### src/rtl/ipc_pkg.sv
`timescale 1ns/1ps
package ipc_pkg;
  typedef enum logic [1:0] {
    PS_ACT     = 2'd0,
    PS_NORM    = 2'd1,
    PS_DEEP    = 2'd2,
    PS_DEEPEST = 2'd3
  } pstate_e;

  localparam int unsigned CB_HW  = 0;
  localparam int unsigned CB_SLP = 1;
  localparam int unsigned CB_EI  = 2;
  localparam int unsigned CB_TO  = 3;

  localparam logic [2:0] A_CTRL  = 3'd0;
  localparam logic [2:0] A_STATE = 3'd1;
  localparam logic [2:0] A_IVAL  = 3'd2;
  localparam logic [2:0] A_THR   = 3'd3;
  localparam logic [2:0] A_HYST  = 3'd4;
  localparam logic [2:0] A_WRL   = 3'd5;

  localparam int unsigned TGT_LSB = 4;
  localparam int unsigned ST_LSB  = 8;
endpackage

### src/rtl/ipc_tick_gen.sv
`timescale 1ns/1ps
module ipc_tick_gen #(
  parameter int unsigned DIV = 256
) (
  input  logic clk_i,
  input  logic rst_ni,
  output logic tick_o
);
  localparam int unsigned W = (DIV > 1) ? $clog2(DIV) : 1;

  generate
    if (DIV <= 1) begin : g_every
      assign tick_o = 1'b1;
    end else begin : g_div
      logic [W-1:0] cnt_q;
      assign tick_o = (cnt_q == W'(DIV - 1));
      always_ff @(posedge clk_i or negedge rst_ni) begin
        if (!rst_ni)     cnt_q <= '0;
        else if (tick_o) cnt_q <= '0;
        else             cnt_q <= cnt_q + 1'b1;
      end
    end
  endgenerate
endmodule

### src/rtl/ipc_idle_timers.sv
`timescale 1ns/1ps
module ipc_idle_timers #(
  parameter int unsigned CW = 20
) (
  input  logic          clk_i,
  input  logic          rst_ni,
  input  logic          tick_i,
  input  logic          idle_i,
  input  logic          clr_i,
  input  logic          hgate_i,
  input  logic [CW-1:0] ival_i,
  input  logic [CW-1:0] thr_i,
  input  logic [CW-1:0] hyst_i,
  output logic          enter_ei_o,
  output logic          enter_to_o,
  output logic          pg_o
);
  logic [CW-1:0] ei_cnt_q, acc_q, run_q, hcnt_q;
  logic [CW-1:0] ei_cnt_n, acc_n, run_n, hcnt_n;
  logic          ei_last, pg_q;

  function automatic logic [CW-1:0] sat_inc(input logic [CW-1:0] x);
    return (&x) ? x : x + 1'b1;
  endfunction

  always_comb begin
    ei_cnt_n   = sat_inc(ei_cnt_q);
    acc_n      = idle_i ? sat_inc(acc_q) : acc_q;
    run_n      = sat_inc(run_q);
    hcnt_n     = sat_inc(hcnt_q);
    ei_last    = (ival_i != '0) && (ei_cnt_n >= ival_i);
    enter_ei_o = tick_i && !clr_i && ei_last && (acc_n >= thr_i);
    enter_to_o = tick_i && !clr_i && idle_i && (run_n >= thr_i);
  end

  // evaluation window and continuous-idle run
  always_ff @(posedge clk_i or negedge rst_ni) begin
    if (!rst_ni) begin
      ei_cnt_q <= '0;
      acc_q    <= '0;
      run_q    <= '0;
    end else if (clr_i) begin
      ei_cnt_q <= '0;
      acc_q    <= '0;
      run_q    <= '0;
    end else begin
      if (!idle_i)     run_q <= '0;
      else if (tick_i) run_q <= run_n;
      if (tick_i) begin
        if (ei_last) begin
          ei_cnt_q <= '0;
          acc_q    <= '0;
        end else begin
          ei_cnt_q <= ei_cnt_n;
          acc_q    <= acc_n;
        end
      end
    end
  end

  // power-gate hysteresis
  always_ff @(posedge clk_i or negedge rst_ni) begin
    if (!rst_ni) begin
      hcnt_q <= '0;
      pg_q   <= 1'b0;
    end else if (!hgate_i || !idle_i) begin
      hcnt_q <= '0;
      pg_q   <= 1'b0;
    end else if (tick_i) begin
      hcnt_q <= hcnt_n;
      if (hcnt_n >= hyst_i) pg_q <= 1'b1;
    end
  end

  assign pg_o = pg_q;
endmodule

### src/rtl/ipc_state_seq.sv
`timescale 1ns/1ps
module ipc_state_seq
  import ipc_pkg::*;
(
  input  logic       clk_i,
  input  logic       rst_ni,
  input  logic       tick_i,
  input  logic       busy_i,
  input  logic       auto_en_i,
  input  logic       to_sel_i,
  input  logic       force_en_i,
  input  logic [2:0] tgt_i,
  input  logic       enter_ei_i,
  input  logic       enter_to_i,
  output pstate_e    state_o
);
  pstate_e state_q, state_d;

  always_comb begin
    state_d = state_q;
    if (busy_i) begin
      state_d = PS_ACT;
    end else if (force_en_i) begin
      case (tgt_i)
        3'd4:    if (tick_i) state_d = PS_NORM;
        3'd5:    if (tick_i) state_d = PS_DEEP;
        3'd6:    if (tick_i) state_d = PS_DEEPEST;
        default: state_d = PS_ACT;
      endcase
    end else if (auto_en_i) begin
      if (state_q == PS_ACT && (to_sel_i ? enter_to_i : enter_ei_i))
        state_d = PS_NORM;
    end else begin
      state_d = PS_ACT;
    end
  end

  always_ff @(posedge clk_i or negedge rst_ni) begin
    if (!rst_ni) state_q <= PS_ACT;
    else         state_q <= state_d;
  end

  assign state_o = state_q;
endmodule

### src/rtl/idle_pwr_ctrl.sv
`timescale 1ns/1ps
module idle_pwr_ctrl
  import ipc_pkg::*;
#(
  parameter int unsigned TICK_DIV = 256,
  parameter int unsigned CNT_W    = 20,
  parameter int unsigned RST_IVAL = 125000,
  parameter int unsigned RST_THR  = 50000,
  parameter int unsigned RST_HYST = 25,
  parameter logic [31:0] RST_WRL  = 32'h0036_0055
) (
  input  logic        clk_i,
  input  logic        rst_ni,
  input  logic        busy_i,
  input  logic        wr_en_i,
  input  logic [2:0]  addr_i,
  input  logic [31:0] wdata_i,
  output logic [31:0] rdata_o,
  output logic [1:0]  pstate_o,
  output logic        pg_req_o
);
  logic [3:0]       ctrl_q;
  logic [2:0]       tgt_q;
  logic [CNT_W-1:0] ival_q, thr_q, hyst_q;
  logic [31:0]      wrl_q;
  logic             tick, enter_ei, enter_to, pg;
  logic             force_en, auto_en, clr;
  pstate_e          state;

  always_ff @(posedge clk_i or negedge rst_ni) begin
    if (!rst_ni) begin
      ctrl_q <= '0;
      tgt_q  <= '0;
      ival_q <= CNT_W'(RST_IVAL);
      thr_q  <= CNT_W'(RST_THR);
      hyst_q <= CNT_W'(RST_HYST);
      wrl_q  <= RST_WRL;
    end else if (wr_en_i) begin
      case (addr_i)
        A_CTRL:  ctrl_q <= wdata_i[3:0];
        A_STATE: tgt_q  <= wdata_i[TGT_LSB +: 3];
        A_IVAL:  ival_q <= wdata_i[CNT_W-1:0];
        A_THR:   thr_q  <= wdata_i[CNT_W-1:0];
        A_HYST:  hyst_q <= wdata_i[CNT_W-1:0];
        A_WRL:   wrl_q  <= wdata_i;
        default: ;
      endcase
    end
  end

  always_comb begin
    rdata_o = '0;
    case (addr_i)
      A_CTRL:  rdata_o[3:0] = ctrl_q;
      A_STATE: begin
        rdata_o[TGT_LSB +: 3] = tgt_q;
        rdata_o[ST_LSB +: 2]  = state;
      end
      A_IVAL:  rdata_o[CNT_W-1:0] = ival_q;
      A_THR:   rdata_o[CNT_W-1:0] = thr_q;
      A_HYST:  rdata_o[CNT_W-1:0] = hyst_q;
      A_WRL:   rdata_o = wrl_q;
      default: ;
    endcase
  end

  // software override: sleep-enable alone
  assign force_en = (ctrl_q == 4'b0010);
  assign auto_en  = ctrl_q[CB_HW] && ctrl_q[CB_SLP] && (ctrl_q[CB_EI] || ctrl_q[CB_TO]);
  assign clr      = !auto_en || (state != PS_ACT);

  ipc_tick_gen #(.DIV(TICK_DIV)) tick_i (
    .clk_i (clk_i),
    .rst_ni(rst_ni),
    .tick_o(tick)
  );

  ipc_idle_timers #(.CW(CNT_W)) tmr_i (
    .clk_i     (clk_i),
    .rst_ni    (rst_ni),
    .tick_i    (tick),
    .idle_i    (!busy_i),
    .clr_i     (clr),
    .hgate_i   (ctrl_q[CB_SLP]),
    .ival_i    (ival_q),
    .thr_i     (thr_q),
    .hyst_i    (hyst_q),
    .enter_ei_o(enter_ei),
    .enter_to_o(enter_to),
    .pg_o      (pg)
  );

  ipc_state_seq seq_i (
    .clk_i     (clk_i),
    .rst_ni    (rst_ni),
    .tick_i    (tick),
    .busy_i    (busy_i),
    .auto_en_i (auto_en),
    .to_sel_i  (ctrl_q[CB_TO]),
    .force_en_i(force_en),
    .tgt_i     (tgt_q),
    .enter_ei_i(enter_ei),
    .enter_to_i(enter_to),
    .state_o   (state)
  );

  assign pstate_o = state;
  assign pg_req_o = pg;
endmodule

### config.mk
export PLATFORM = sky130hd
export DESIGN_NAME = idle_pwr_ctrl
export DESIGN_NICKNAME = d
export VERILOG_FILES = /design/src/rtl/ipc_pkg.sv /design/src/rtl/ipc_tick_gen.sv /design/src/rtl/ipc_idle_timers.sv /design/src/rtl/ipc_state_seq.sv /design/src/rtl/idle_pwr_ctrl.sv
export SDC_FILE = /design/constraint.sdc
export NUM_CORES = 1
export LEC_CHECK = 0
export ABC_AREA = 1
export BUFFER_PORTS_ARGS = -buffer_cell sky130_fd_sc_hd__buf_2
export CAP_MARGIN = 20
export CORE_AREA = 10 10 186 188
export CTS_CLUSTER_DIAMETER = 60
export DETAILED_ROUTE_END_ITERATION = 8
export DIE_AREA = 0 0 196 198
export GPL_ROUTABILITY_DRIVEN = 0
export SYNTH_ARGS = -nofsm -noshare
export SYNTH_HDL_FRONTEND = slang
export SYNTH_SLANG_ARGS = --single-unit
### constraint.sdc
create_clock -name clk_i -period 3.5 [get_ports clk_i]
set_input_delay 0.7 -clock clk_i [delete_from_list [all_inputs] [get_ports clk_i]]
set_output_delay 0.7 -clock clk_i [all_outputs]
set_load 0.005 [all_outputs]
==> impl_metrics.toml, run 1 <==
[outcome]
run_status = "finished, final reports clean"

[logic_synthesis]
ys.warnings.count = 0
synthTopCellsByArea = "dfrtp_1 (34%), nand2_1 (11%), ha_1 (8.7%)"
synth_top_area_cell = "dfrtp_1"
synthFlopType = "dfrtp_1"
synth_edf_count = 0
syn-num-nets = 1724
synth_common_cells = "nand2_1 (359), inv_1 (278), dfrtp_1 (166)"
yosysMostFrequentCell = "nand2_1"
syn-instance-count = 1600
synth_top_area_share_pct = 34.10
synth-seq-cells = 190
synth_area_um2 = 12180
ys_types = 53
yosysSeqAreaShare_pct = 39.27
syn_area_per_cell_um2 = 7.614
async_reset_ff_share_pct = 100.0

[route]
wl_met2_um = 16560
firstDrtPassIters = 5
vias_per_cell = 5.250
wl_per_cell_um = 16.80
drtAntennaViolNets = 0
met1Wirelength_um = 16160
drcViolationCount = 0
wirelength_um = 35220
first_iter_violations = 878
maxUsedRoutingLayer = "met4"
wl_met3_um = 1906
dr_total_vias = 11010

[setup_path]
required_ns = 3.84
cp-start-kind = "flop"
worstSetupEndpointType = "flop"
arrival_ns = 3.69
criticalPathCategory = "reg -> reg"
critPathMaxFanout = 11

[placement]
dp_hpwl_um = 26960
pre_cts_ws_ns = 0.1270
placed_cell_area_um2 = 13100
dp_cells = 2055
io_buffers = 73

[power]
ir_drop_mv = 0.3595
p_leak_nw = 7.192
power.density_nw_per_um2 = 403.8

[global_route]
grt_pass1_wl_um = 55760
grt_pass1_vias = 10400
grt_usage_pct = 17.93
grt_overflow = 0
antenna_found_initial = 0
grt_max_degree = 85

[cts]
hold_buffers = 0
cts-buffers-inserted = 17
cts_tree = "done"
root_buffer = "clkbuf_16"
cts.clk_slew.worst_paths_ns = 0.08
cts_num_sinks = 190
clock_latency_ns = 0.45
clockBufferDepth = 2
htreeDepth = 4

[sta]
setup_ws_ns = 0.1453
finalSetupTns_ns = 0
timing.final.hold_violations = 0
timing.final.crit_share_pct = 95.85
drv_slew = 0
tightestPinTransition_ns = 0.7609
fmax_mhz = 298.1
relSlewSlack_pct = 49.28
fin_skew_ns = 0.01401
grt_setup_unrepaired = "true"
period_minus_slack_ns = 3.355
setup_violations = 0

[job]
cap_violations = 0

[final_layout]
fillCellCount = 3132
antenna_cells = 0
multi_input_area_um2 = 6325
regArea_um2 = 4786
drive_above_1_share_pct = 14.57
fin_nets = 1806
fin_area_um2 = 13970
fin_cells = 2097
syn2layout_area_growth_pct = 14.64

[die]
num_rows = 65
core_um2 = 31070
initial_core_util_pct = 39.21
dieArea_um2 = 38810
io_pins = 74
die_y_um = 198
die-width_um = 196

[hold_path]
hold_class = "in -> async"
[layout by cell type, fill, tap and decap left out, types with 6 or more instances in the layout]
| cell type | netlist | final |
|---|---|---|
| dfstp_2 | 24 | 24 |
| nand3_2 | 4 | 14 |
| xor2_1 | 45 | 45 |
| nand3_1 | 62 | 52 |
| buf_2 | 8 | 72 |
| buf_4 | 1 | 25 |
| nor3_1 | 26 | 25 |
| o21ai_0 | 153 | 149 |
| nand2_1 | 359 | 354 |
| nand2_2 | 5 | 10 |
| nor2_2 | 6 | 11 |
| nand4_1 | 32 | 32 |
| a21oi_1 | 57 | 54 |
| dfrtp_1 | 166 | 165 |
| nor2_1 | 101 | 93 |
| ha_1 | 85 | 83 |
| o22ai_1 | 52 | 51 |
| a221o_1 | 11 | 11 |
| nor3_2 | 9 | 9 |
| clkbuf_16 | 0 | 17 |
| nor4_1 | 12 | 10 |
| o21ai_1 | 8 | 11 |
| a221oi_1 | 6 | 6 |
| inv_1 | 278 | 276 |
| inv_2 | 7 | 9 |
[what timing repair did]
item / 4_1_cts / 5_1_grt
resized for setup: 0 / 55
setup buffers: 0 / 9
setup endpoints to repair: 0 / 42
[worst paths after layout]
check | depth (start not counted) | start | slack [ns] | end
setup / recovery | 19 | tmr_i.ei_cnt_q[0] | 0.15 | tmr_i.ei_cnt_q[12]
min in group clk_i | 1 | tick_i.g_div.cnt_q[0] | 0.47 | tick_i.g_div.cnt_q[0]
hold / removal | 1 | rst_ni | 0.30 | wrl_q[12]
max in group asynchronous | 2 | rst_ni | 2.36 | wrl_q[6]
setup reg to reg | 19 | tmr_i.ei_cnt_q[0] | 0.15 | tmr_i.ei_cnt_q[12]
hold reg to reg | 1 | tick_i.g_div.cnt_q[0] | 0.47 | tick_i.g_div.cnt_q[0]
[critical path, stage by stage, from the launching register on]
cell and delay [ns]:
dfrtp_1 0.42, inv_2 0.08, nor3_4 0.22, buf_4 0.17, nand3_1 0.13, nor2_2 0.22
nand2_1 0.08, nand3b_1 0.17, xor2_1 0.20, inv_1 0.07, ha_1 0.29, nand2_1 0.08
nor2_2 0.14, nand2_1 0.09, nor2_1 0.11, nand2_1 0.06, nand4_1 0.15, nand2_1 0.10
buf_4 0.20, a32o_1 0.23
[power by group]
group	internal, mW	switching, mW	total [mW]
Sequential	2.45	0.153	2.60
Combinational	0.351	0.686	1.04
Clock	1.03	0.972	2.00
[final cells by class]
class	count	area share, %
multi-input cells	1081	45.28
flip-flops and latches	190	34.27
inverters	287	7.740
repair buffers	105	4.900
well taps	402	3.601
clock buffers	18	3.144
clock inverters	14	1.066
[routing by layer]
| layer | up-vias | GRT usage (%) |
|---|---|---|
| li1 | 5415 | - |
| met1 | 5237 | 23.87 |
| met2 | 316 | 29.17 |
| met3 | 42 | 3.163 |
| met4 | 0 | 5.204 |
| met5 | - | 0 |
[sequential cells by signal, summed over array words and instances, names as in the netlist, 20 cells and up]
name            count
hyst_q             20
ival_q             20
thr_q              20
tmr_i.acc_q        20
tmr_i.ei_cnt_q     20
tmr_i.hcnt_q       20
tmr_i.run_q        20
wrl_q              32
[metrics by stage]
stage	power (mW)	hold slack, ns	util, %
6_report	5.640	0.2954	44.96
3_5_place_dp	3.651	0.4648	42.15
2_1_floorplan	3.219	0.4044	-
3_3_place_gp	3.617	0.4479	42.15
5_1_grt	5.945	0.3473	44.96
4_1_cts	5.654	0.3396	44.04
[kinds of logic (layout without fill, tap and decap cells)]
family                   count (synthesis)  after routing  synth area share, %
AND/OR/NAND/NOR                        634            635                23.22
XOR/XNOR                                53             53                3.995
buffers and inverters                  330            424                10.43
AO/OA/AOI/OAI                          308            308                14.35
flip-flops                             190            190                39.27
adder cells (fa/ha/maj)                 85             85                8.730
No activity file was read; power rests on OpenSTA's default activity.
==> run 2, diff against run 1 <==
--- a/config.mk
+++ b/config.mk
@@ -8,11 +8,13 @@
 export ABC_AREA = 1
 export BUFFER_PORTS_ARGS = -buffer_cell sky130_fd_sc_hd__buf_2
 export CAP_MARGIN = 20
-export CORE_AREA = 10 10 186 188
+export CORE_AREA = 10 10 154 156
 export CTS_CLUSTER_DIAMETER = 60
 export DETAILED_ROUTE_END_ITERATION = 8
-export DIE_AREA = 0 0 196 198
+export DIE_AREA = 0 0 164 166
 export GPL_ROUTABILITY_DRIVEN = 0
+export PLACE_DENSITY = 0.78
+export REMOVE_ABC_BUFFERS = 1
 export SYNTH_ARGS = -nofsm -noshare
 export SYNTH_HDL_FRONTEND = slang
 export SYNTH_SLANG_ARGS = --single-unit
==> run 2 against run 1 <==
Wire length shrank 2.2%. Clock-buffer cell count shrank 1. Global-route usage grew 7.2 points. Power shrank 1.1%. Register-to-register slack gained 0.07 ns. Worst setup slack gained 0.068 ns. First-iteration DRC count grew 39%. Combinational power is essentially flat. Hold slack gained 0.045 ns. Sequential share of layout area grew 0.78 points. Largest cell class unchanged. Largest power group unchanged. Highest routed layer unchanged.
==> impl_metrics.toml, run 2 (synthesis results as in run 1) <==
[cts]
htreeDepth = 4
cts_tree = "done"
cts.clk_slew.worst_paths_ns = 0.08
clock_latency_ns = 0.45
clockBufferDepth = 2
root_buffer = "clkbuf_16"
cts-buffers-inserted = 17
cts_num_sinks = 190

[power]
p_clk_share_pct = 34.3
sw_frac_of_total_pct = 32.89
internal_power_mw = 3.745
pwr-share-comb_pct = 19.0
switchingPower_mw = 1.836
power.density_nw_per_um2 = 408.7
seq_power_share_pct = 46.7
ir_drop_mv = 0.3061
p_leak_nw = 7.139
total_power_mw = 5.580

[final_layout]
antenna_cells = 0
fillCellCount = 1752
fin_nets = 1807
largest_register = "wrl_q"
drive_above_1_share_pct = 13.38
layout_common_cells = "nand2_1 (357), inv_1 (277), dfrtp_1 (166)"
largest_register_ffs = 32
postLayoutCoreUtil_pct = 66.00
syn2layout_area_growth_pct = 12.08
layout_commonest_cell = "nand2_1"

[placement]
dp_hpwl_um = 25920
io_buffers = 73
pre_cts_ws_ns = 0.1769

[setup_path]
r2r_cells = 19
critPathMaxFanout = 8
timing.rr.start = "tmr_i.ei_cnt_q[9]"
arrival_ns = 3.60
cp-start-kind = "flop"
criticalPathCategory = "reg -> reg"
required_ns = 3.82
worstSetupEndpointType = "flop"
critical_path.endpoint = "tmr_i.acc_q[9]"
r2r-end = "tmr_i.acc_q[9]"
rrSetupSlack_ns = 0.21
cp-startpoint = "tmr_i.ei_cnt_q[9]"

[hold_path]
hold_class = "in -> async"

[sta]
tightestPinTransition_ns = 0.8270
setup_ws_ns = 0.2128
timing.final.crit_share_pct = 93.92
setup_violations = 0
period_minus_slack_ns = 3.287
relSlewSlack_pct = 44.86
fmax_mhz = 304.2
drv_slew = 0
fin_skew_ns = 0.01151
timing.final.hold_violations = 0

[global_route]
grt_pass1_vias = 10670
antenna_found_initial = 0
grt_overflow = 0
grt_max_degree = 95
grt_pass1_wl_um = 55400
grt_usage_pct = 25.16

[route]
drtAntennaViolNets = 0
first_iter_violations = 1223
drcViolationCount = 0
dr_total_vias = 11250
wl_per_cell_um = 17.47
wirelength_um = 34440
firstDrtPassIters = 6
vias_per_cell = 5.708

[outcome]
run_status = "finished, final reports clean"

[die]
die_y_um = 166
die-width_um = 164
num_rows = 53
initial_core_util_pct = 58.88
io_pins = 74
core_um2 = 20690
dieArea_um2 = 27220

[job]
cap_violations = 0
==> run 2: changes by cell type in the layout (fill, tap and decap cells not counted), moves of 4 or more <==
cell,change
buf_4,+5
nand3_2,-9
nand3_1,+9
nand2_2,-4
o21ai_0,+4
==> run 2: worst min path at each step <==
stage | start | cells after the start | end | slack (ns)
after detailed placement | tick_i.g_div.cnt_q[0] | 1 | tick_i.g_div.cnt_q[0] | 0.45
after floorplan | rst_ni | 0 | ctrl_q[0] | 0.40
after global routing | rst_ni | 1 | tick_i.g_div.cnt_q[0] | 0.41
after global placement | tick_i.g_div.cnt_q[0] | 1 | tick_i.g_div.cnt_q[0] | 0.45
final | rst_ni | 1 | tick_i.g_div.cnt_q[2] | 0.34
after CTS | rst_ni | 1 | tgt_q[1] | 0.38
==> run 2: routing by layer <==
metal / part of all wire, % / GRT usage [%] / vias up
met4: 3.1 / 9.366 / 0
met5: 0 / 0 / -
met1: 43 / 34.87 / 5247
li1: - / - / 5406
met3: 9.4 / 6.346 / 80
met2: 44 / 37.03 / 517
==> run 2: critical path, stage by stage (launching register included) <==
cell,delay [ns]
dfrtp_1,0.46
inv_1,0.11
nor3_1,0.31
nand2_1,0.11
nor2_2,0.16
nand4_4,0.14
nand3b_1,0.14
xor2_1,0.19
inv_1,0.07
ha_1,0.30
nand2_1,0.07
nor2_1,0.14
nand2_1,0.09
nor2_1,0.13
nand2_1,0.07
nand4_1,0.13
nand2_1,0.10
nand2_1,0.15
buf_4,0.20
o22ai_1,0.09
==> run 2: final cells by class <==
class	count	area, µm²	area share [%]
multi-input combinational	1080	6212	45.50
sequential	190	4785	35.04
inverter	287	1081	7.917
timing repair buffer	107	661.9	4.847
clock buffer	17	425.4	3.116
tap	275	344.1	2.520
clock inverter	15	145.1	1.063
==> run 2: power groups by stage <==
stage	clock network, mW	registers [mW]	logic [mW]
2_1_floorplan	0	2.59	0.621
3_3_place_gp	0	2.63	0.977
3_5_place_dp	0	2.64	1.01
4_1_cts	1.93	2.60	1.03
5_1_grt	2.03	2.63	1.20
6_report	1.92	2.61	1.06
==> run 2: timing repair <==
item                                   4_1_cts  5_1_grt
setup endpoints to repair                    0       43
endpoints found under the hold margin        0        0
buffers inserted                             0        6
hold buffers                                 0        0
gates resized for setup                      0       22
==> run 2: per-stage QoR <==
stage | area, µm² | instances | hold slack (ns) | TNS (ns)
4_1_cts | 13520 | 1965 | 0.3825 | 0
5_1_grt | 13650 | 1971 | 0.4140 | -0.02651
3_5_place_dp | 12950 | 1933 | 0.4544 | 0
3_3_place_gp | 12950 | 1933 | 0.4504 | 0
2_1_floorplan | 11990 | 1557 | 0.4044 | 0
6_report | 13650 | 1971 | 0.3402 | 0
